**config.mk**
```make
export PLATFORM = sky130hd
export DESIGN_NAME = cmd_mailbox
export DESIGN_NICKNAME = d
export VERILOG_FILES = /design/src/rtl/cmd_mailbox_pkg.sv /design/src/rtl/mbx_ptr.sv /design/src/rtl/mbx_flag.sv /design/src/rtl/mbx_ram.sv /design/src/rtl/cmd_mailbox.sv
export SDC_FILE = /design/constraint.sdc
export NUM_CORES = 2
export LEC_CHECK = 0
export BUFFER_PORTS_ARGS = -buffer_cell sky130_fd_sc_hd__buf_2
export CORE_MARGIN = 1.5
export CORE_UTILIZATION = 34
export CTS_BUF_LIST = sky130_fd_sc_hd__clkbuf_4 sky130_fd_sc_hd__clkbuf_8
export CTS_CLUSTER_DIAMETER = 30
export DETAILED_ROUTE_END_ITERATION = 10
export GPL_TIMING_DRIVEN = 1
export HOLD_SLACK_MARGIN = 0.08
export PLACE_DENSITY = 0.47
export REMOVE_ABC_BUFFERS = 1
export SLEW_MARGIN = 20
export SYNTH_ARGS = -nofsm -noshare
export SYNTH_HDL_FRONTEND = slang
export SYNTH_SLANG_ARGS = --single-unit
```
**constraint.sdc**
```tcl
create_clock -name clk -period 5.7 [get_ports clk]
set_clock_uncertainty 0.05 [all_clocks]
set_input_delay 0 -clock clk [delete_from_list [all_inputs] [get_ports clk]]
set_output_delay 0 -clock clk [all_outputs]
set_load 0.005 [all_outputs]
```
**src/rtl/cmd_mailbox_pkg.sv**
```systemverilog
package cmd_mailbox_pkg;
   localparam int unsigned MBX_IDX_W   = 8;
   localparam int unsigned MBX_DW      = 8;
   localparam int unsigned MBX_DEPTH   = 128;
   localparam logic [7:0]  MBX_IDX_PTR = 8'hA6;
   localparam logic [7:0]  MBX_IDX_DAT = 8'hA7;
   localparam logic [7:0]  MBX_IDX_STS = 8'hA8;
   localparam int unsigned MBX_FLAG_BIT = 0;
   localparam int unsigned MBX_LOAD_BIT = 1;

   typedef enum logic [1:0] {
      SEL_NONE = 2'd0,
      SEL_PTR  = 2'd1,
      SEL_DAT  = 2'd2,
      SEL_STS  = 2'd3
   } mbx_sel_e;
endpackage

```
**src/rtl/mbx_ptr.sv**
```systemverilog
module mbx_ptr #(
   parameter int unsigned AW = 7
) (
   input  logic          clk,
   input  logic          rst_n,
   input  logic          load,
   input  logic [AW-1:0] load_val,
   input  logic          step,
   output logic [AW-1:0] ptr
);
   localparam logic [AW-1:0] ONE = {{(AW-1){1'b0}}, 1'b1};

   always_ff @(posedge clk or negedge rst_n) begin
      if (!rst_n)    ptr <= '0;
      else if (load) ptr <= load_val;
      else if (step) ptr <= ptr + ONE;   // natural wrap modulo 2**AW
   end
endmodule

```
**src/rtl/mbx_flag.sv**
```systemverilog
module mbx_flag (
   input  logic clk,
   input  logic rst_n,
   input  logic host_load,
   input  logic host_val,
   input  logic clr,
   output logic busy
);
   always_ff @(posedge clk or negedge rst_n) begin
      if (!rst_n)         busy <= 1'b0;
      else if (clr)       busy <= 1'b0;      // completion beats host write
      else if (host_load) busy <= host_val;
   end
endmodule

```
**src/rtl/mbx_ram.sv**
```systemverilog
module mbx_ram #(
   parameter int unsigned DEPTH = 128,
   parameter int unsigned AW    = 7,
   parameter int unsigned DW    = 8
) (
   input  logic          clk,
   input  logic          a_we,
   input  logic [AW-1:0] a_addr,
   input  logic [DW-1:0] a_wdata,
   input  logic          b_we,
   input  logic [AW-1:0] b_addr,
   input  logic [DW-1:0] b_wdata,
   output logic [DW-1:0] a_rdata,
   output logic [DW-1:0] b_rdata
);
   logic [DW-1:0] mem [DEPTH];

   for (genvar w = 0; w < DEPTH; w++) begin : g_word
      logic hit_a, hit_b;
      assign hit_a = a_we && (a_addr == AW'(w));
      assign hit_b = b_we && (b_addr == AW'(w));
      always_ff @(posedge clk) begin
         if (hit_b)      mem[w] <= b_wdata;   // port b has priority
         else if (hit_a) mem[w] <= a_wdata;
      end
   end

   assign a_rdata = mem[a_addr];
   assign b_rdata = mem[b_addr];
endmodule

```
**src/rtl/cmd_mailbox.sv**
```systemverilog
module cmd_mailbox
   import cmd_mailbox_pkg::*;
#(
   parameter int unsigned IDX_W    = MBX_IDX_W,
   parameter int unsigned DW       = MBX_DW,
   parameter int unsigned DEPTH    = MBX_DEPTH,
   parameter logic [IDX_W-1:0] IDX_PTR = IDX_W'(MBX_IDX_PTR),
   parameter logic [IDX_W-1:0] IDX_DAT = IDX_W'(MBX_IDX_DAT),
   parameter logic [IDX_W-1:0] IDX_STS = IDX_W'(MBX_IDX_STS),
   parameter int unsigned FLAG_BIT = MBX_FLAG_BIT,
   parameter int unsigned LOAD_BIT = MBX_LOAD_BIT,
   localparam int unsigned AW      = $clog2(DEPTH)
) (
   input  logic             clk,
   input  logic             rst_n,
   input  logic             host_wr,
   input  logic             host_rd,
   input  logic [IDX_W-1:0] host_idx,
   input  logic [DW-1:0]    host_wdata,
   output logic [DW-1:0]    host_rdata,
   input  logic             proc_we,
   input  logic [AW-1:0]    proc_addr,
   input  logic [DW-1:0]    proc_wdata,
   output logic [DW-1:0]    proc_rdata,
   input  logic             proc_clr,
   output logic             req_busy
);
   // elaboration-time parameter checks
   if (DEPTH < 2 || (1 << AW) != DEPTH) begin : g_bad_depth
      $error("cmd_mailbox: DEPTH must be a power of two of at least 2");
   end
   if (AW > DW) begin : g_bad_width
      $error("cmd_mailbox: pointer must fit in a data byte");
   end
   if (FLAG_BIT >= DW || LOAD_BIT >= DW || FLAG_BIT == LOAD_BIT) begin : g_bad_bits
      $error("cmd_mailbox: flag and load bits must be distinct and inside DW");
   end
   if (IDX_PTR == IDX_DAT || IDX_PTR == IDX_STS || IDX_DAT == IDX_STS) begin : g_bad_idx
      $error("cmd_mailbox: register indices must differ");
   end

   mbx_sel_e      sel;
   logic          rd_go;
   logic [AW-1:0] ptr_q;
   logic          busy_q;
   logic [DW-1:0] host_word, proc_word;
   logic [DW-1:0] ptr_ext, sts_ext, rd_mux;

   always_comb begin
      unique case (host_idx)
         IDX_PTR: sel = SEL_PTR;
         IDX_DAT: sel = SEL_DAT;
         IDX_STS: sel = SEL_STS;
         default: sel = SEL_NONE;
      endcase
   end

   assign rd_go = host_rd && !host_wr;

   mbx_ptr #(.AW(AW)) u_ptr (
      .clk      (clk),
      .rst_n    (rst_n),
      .load     (host_wr && sel == SEL_PTR),
      .load_val (host_wdata[AW-1:0]),
      .step     ((host_wr || host_rd) && sel == SEL_DAT),
      .ptr      (ptr_q)
   );

   mbx_flag u_flag (
      .clk       (clk),
      .rst_n     (rst_n),
      .host_load (host_wr && sel == SEL_STS && host_wdata[LOAD_BIT]),
      .host_val  (host_wdata[FLAG_BIT]),
      .clr       (proc_clr),
      .busy      (busy_q)
   );

   mbx_ram #(.DEPTH(DEPTH), .AW(AW), .DW(DW)) u_ram (
      .clk     (clk),
      .a_we    (host_wr && sel == SEL_DAT),
      .a_addr  (ptr_q),
      .a_wdata (host_wdata),
      .b_we    (proc_we),
      .b_addr  (proc_addr),
      .b_wdata (proc_wdata),
      .a_rdata (host_word),
      .b_rdata (proc_word)
   );

   always_comb begin
      ptr_ext            = '0;
      ptr_ext[AW-1:0]    = ptr_q;
      sts_ext            = '0;
      sts_ext[FLAG_BIT]  = busy_q;
      unique case (sel)
         SEL_PTR: rd_mux = ptr_ext;
         SEL_DAT: rd_mux = host_word;
         SEL_STS: rd_mux = sts_ext;
         default: rd_mux = '0;
      endcase
   end

   always_ff @(posedge clk or negedge rst_n) begin
      if (!rst_n)     host_rdata <= '0;
      else if (rd_go) host_rdata <= rd_mux;
   end

   always_ff @(posedge clk or negedge rst_n) begin
      if (!rst_n) proc_rdata <= '0;
      else        proc_rdata <= proc_word;
   end

   assign req_busy = busy_q;
endmodule

```
After elaboration in Yosys (flattened, before gate mapping)
Memory sizes are Yosys's and may differ from the RTL's. A register that Yosys moved wholly into a read port is not among the register bits. Index checks and enable logic that the tools add are counted.

Output and inout bits: 17. RAM bits: 1024. Input bits: 37. Word-level logic and storage cells: 1436. Memories: 1. Bits in registers: 16.

Memories: u_ram.mem (words 128, bits a word 8, rd ports 2, clocked after memory_dff 1, wr ports 128, RTL line mbx_ram.sv:16) `logic [DW-1:0] mem [DEPTH];`.

Bitwise gates (word level): 128. Muxes and demuxes: 774. Equal/unequal tests: 260. Reductions and logical operators: 269. Add/subtract/negate cells: 1.

Operator list (count): 2-to-1 mux 8 bit (128); equality test 7 bit (second input constant) (128); 2-to-1 mux 1 bit (642); equality test 7 x 6 -> 1 bit (second input constant) (64); logical AND 1 bit (262); equality test 7 x 5 -> 1 bit (second input constant) (32); bitwise OR 1 bit (128); equality test 7 x 4 -> 1 bit (second input constant) (16); equality test 7 x 3 -> 1 bit (second input constant) (8); equality test 7 x 2 -> 1 bit (second input constant) (4); equality test 8 bit (second input constant) (3); one-hot mux 8 bit (3 select lines) (1); equality test 7 x 1 -> 1 bit (second input constant) (2); logical NOT 7 bit (2); 2-to-1 mux 7 bit (2); adder 7 x 1 -> 7 bit (second input constant) (1); one-hot mux 2 bit (3 select lines) (1); equality test 2 bit (second input constant) (2); nonzero test 2 bit (2); equality test 2 x 1 -> 1 bit (second input constant) (1); logical NOT 1 bit (2); logical OR 1 bit (1).

Logic depth before layout (Yosys ltp)
Depth after elaboration: 9. Gate-level depth with buffers: 14. Depth with buffers taken out: 8.

Hierarchy
A second synthesis with hierarchy kept.

Cells, all modules: 4399. Area, all modules: 64709.6 um^2.

By module, submodules not included: mbx_ram (instances 1, cells each 4297, seq. area each 30749.5 um^2, area each 63614.8 um^2); cmd_mailbox (instances 1, cells each 57, seq. area each 400.4 um^2, area each 673.1 um^2); mbx_ptr (instances 1, cells each 42, seq. area each 175.2 um^2, area each 382.9 um^2); mbx_flag (instances 1, cells each 3, seq. area each 25.0 um^2, area each 38.8 um^2).

Worst setup path before layout
OpenSTA, ideal clock, no wires.

Path type: flip-flop to flip-flop. From: reg u_ptr.ptr[0]. To: mem u_ram.mem[66][0], data pin. Path buffers: 7. Required time: 5.390 ns. Cell stages (with the launch flop): 14. Slack: 2.481 ns. Data arrival time: 2.909 ns. Setup time: 0.260 ns. Period minus slack after synthesis: 3.219 ns. Cell sequence: dfrtp_1 buf_2 buf_6 buf_6 buf_4 clkinv_1 buf_2 ha_1 and3_1 clkbuf_1 nand2_1 buf_2 nor3_4 mux2_2.

RTL lines: start: declaration (RTL line mbx_ptr.sv:9) `output logic [AW-1:0] ptr`; start signal: assignment (RTL line mbx_ptr.sv:15) `else if (load) ptr <= load_val;`; start signal: assignment (RTL line mbx_ptr.sv:16) `else if (step) ptr <= ptr + ONE;`; end: declaration (RTL line mbx_ram.sv:16).

Worst setup path after layout
From: reg u_ptr.ptr[0]. To: reg host_rdata[3].

Longest elaborated chain between the ends: 2.

Ends and longest elaborated chain: memory read (128 x 8 bit); one-hot mux 8 bit (3 select lines) (RTL line cmd_mailbox.sv:95) `unique case (sel)`; end signal: assignment (RTL line cmd_mailbox.sv:105) `else if (rd_go) host_rdata <= rd_mux;`; end: declaration (RTL line cmd_mailbox.sv:20) `output logic [DW-1:0] host_rdata,`.

No other way between the ends. A chain may end at the register's enable or synchronous reset.

==> impl_results.md <==
- Share of cells above drive strength 1: 56.86%
- Crit. End Element: register
- Vias in the first global route: 42950
- Combinational group share of total power: 11.6%
- # setup viols final: 0
- Die area: 190500 um^2
- Drt wl/cell: 39.06 um
- Placed insts: 6303
- #FFs+latches synth: 1048
- Dpl hpwl: 177800 um
- DRC Markers: 0
- Most common flop cell mapped by yosys: edfxtp_1
- Via count: 43640
- Sequential share of power: 36.7%
- Final Hold Viols: 0
- Initial antenna violation count: 11
- Routability Congestion: 0.9598
- Critical path required time: 6.56 ns
- Initial DRC Count: 5496
- # fillers: 17160
- Worst skew pair latency: 1.04 ns
- Number of iterations in the first detailed-routing pass: 7
- Worst min path class: in -> reg
- Internal: 17.25 mW
- Worst R2R Path Depth: 8
- Final WS setup: 0.6638 ns
- Die height: 436.4 um
- Vias per cell: 6.275
- Post-synthesis cell type count: 72
- Post-synth EDFFs: 1024
- Peak supply drop: 290.3 uV
- Initial Utilization: 34.33%
- Largest net degree at the start of global routing: 80
- Final #Nets: 4261
- Pwr dens: 312.6 nW/um^2
- Max-Cap Viols: 0
- Worst-Margin Slew: 1.187 ns
- Psw: 6.091 mW
- Critical path fanouts, max: 38
- Fin cells: 6954
- Die width: 436.4 um
- WHS: 0.1614 ns
- Clock Power Share: 51.7%
- CTS H-tree depth: 5
- Arr. time, crit path: 5.90 ns
- P_leak: 23.56 nW
- Pins over their slew limit: 0
- CTS tree: built
- First-pass GRT wire length: 370000 um
- Port-buffer cells: 53
- Pre-CTS WS: 1.375 ns
- Post-Synthesis Cells: 4065
- Number of CTS-inserted buffers: 324
- Setup_tns: 0 ns
- Clock sinks: 1048
- Global-route usage over all layers: 27.98%
- Outcome: finished, final reports clean
- CTS max path bufs: 4
- Sequential area share after synthesis: 49.09%
- Syn avg cell area: 15.71 um^2
- Hold path cells: 3
- Mapped Area: 63870 um^2
- Area delta synth->final: 16.94%
- Core Area: 186000 um^2
- DRT antenna net count: 0
- Resize count post-CTS: 0
- Crit start category: register
- Slew headroom: 20.87%
- I/O pins: 54
- Num rows: 158
- Max Fclk: 0.1986 GHz
- RSZ-0062 raised after global routing: false
- YS warnings: 0
- Sw Share: 26.09%
- CTS root buf: clkbuf_8
- Async S/R FF share, synth: 2.290%
- Final wirelength: 271700 um
- Clock transition at path regs: 0.06 ns
- Final worst path period need: 5.036 ns
- Worst Path Class, Setup: reg -> reg
- Post-route clock period utilization: 88.35%
- Gr ovfl total: 0
==> cell usage after synthesis (18+ instances only) <==
| library cell | number | share of area (%) |
|---|---|---|
| mux2_2 | 1033 | 18 |
| o21ai_0 | 29 | 0.23 |
| o21ai_2 | 64 | 0.88 |
| nor3_2 | 52 | 0.81 |
| buf_2 | 112 | 0.88 |
| a21oi_1 | 26 | 0.20 |
| nand2_1 | 94 | 0.55 |
| dfrtp_1 | 24 | 0.94 |
| nor2_1 | 164 | 0.96 |
| o22ai_1 | 140 | 1.4 |
| mux4_2 | 561 | 20 |
| buf_1 | 34 | 0.20 |
| nor3_1 | 18 | 0.14 |
| mux2i_1 | 88 | 1.4 |
| clkbuf_1 | 318 | 1.9 |
| buf_4 | 22 | 0.26 |
| nand3_1 | 23 | 0.18 |
| a22oi_1 | 44 | 0.52 |
| edfxtp_1 | 1024 | 48 |
==> placed cells by master, fill, tap and decap left out, types with 29 or more instances in the layout <==
master,count
a22oi_1,44
bufinv_16,42
clkinv_2,59
clkbuf_4,51
o21ai_2,64
nand2_1,91
mux2_2,1033
o21ai_0,29
edfxtp_1,1024
clkbuf_8,336
o22ai_1,122
buf_4,205
buf_2,34
clkinv_1,60
nor2_1,163
nor3_2,52
mux2i_1,88
mux4_2,561
dlygate4sd3_1,65
==> worst paths after layout <==
check	startpoint	slack [ns]	to
max	u_ptr.ptr[0]	0.66	host_rdata[3]
min	proc_wdata[7]	0.16	u_ram.mem[28][7]
max reg2reg	u_ptr.ptr[0]	0.66	host_rdata[3]
min reg2reg	host_rdata[5]	0.72	host_rdata[5]
max in group asynchronous	rst_n	4.84	u_flag.busy
min in group asynchronous	rst_n	0.48	proc_rdata[6]
==> timing repair <==
action / 4_1_cts / 5_1_grt
hold buffers: 66 / 0
buffers inserted: 0 / 0
endpoints found under the hold margin: 669 / 0
==> registers in the layout (all words and copies together), names as in the netlist <==
name         count
u_ptr.ptr        7
u_flag.busy      1
host_rdata       8
u_ram.mem     1024
proc_rdata       8
==> through the flow <==
stage / cell area, um^2 / utilization, % / power, mW
6_report: 74690 / 40.15 / 23.35
5_1_grt: 74670 / 40.14 / 23.95
4_1_cts: 74550 / 40.08 / 23.44
3_5_place_dp: 66910 / 35.97 / 11.33
3_3_place_gp: 66810 / 35.92 / 11.33
2_1_floorplan: 61740 / - / 10.26
==> critical path, stage by stage, from the launching register on <==
cell and delay, ns:
dfrtp_4 0.73, buf_4 0.88, buf_4 0.39, mux4_2 0.54, mux2i_1 0.15, o21ai_0 0.35, nor4_1 0.97, o31ai_1 0.16
dlygate4sd3_1 0.60
==> layer usage <==
layer	global-route usage [%]	share of wire [%]
met1	37.16	41
met2	43.72	46
met3	6.256	7.9
met4	12.45	5.0
met5	0	0.015
==> final cells by class <==
type                            instances  area (um^2)  area share, %
Clock buffer                          385         4992          6.684
Inverter                                9        36.28        0.04858
Multi-Input combinational cell       2515        30490          40.83
Timing Repair Buffer                  322         2693          3.605
Sequential cell                      1048        31360          41.99
Tap cell                             2480         3103          4.155
Clock inverter                        186         1982          2.654
Antenna cell                            9        22.52        0.03015
==> logic make-up (layout without fill, tap and decap cells) <==
family                   Yosys count  after routing  share of synthesized area (%)
AND/OR/NAND/NOR                  439            439                          3.750
other                              0              9                              0
buffers and inverters            502            902                          3.381
AO/OA/AOI/OAI                    389            389                          4.318
flip-flops                      1048           1048                          49.09
multiplexers                    1682           1682                          39.37
adder cells (fa/ha/maj)            4              4                        0.07836
XOR/XNOR                           1              1                        0.01372
==> power groups by stage <==
stage               logic (mW)  clock network, mW  registers, mW
global route              2.76               12.6           8.57
floorplan                 1.45                  0           8.82
detailed placement        2.61                  0           8.72
finish                    2.70               12.1           8.58
global placement          2.61                  0           8.72
CTS                       2.66               12.2           8.58
No activity file was read; power rests on OpenSTA's default activity.
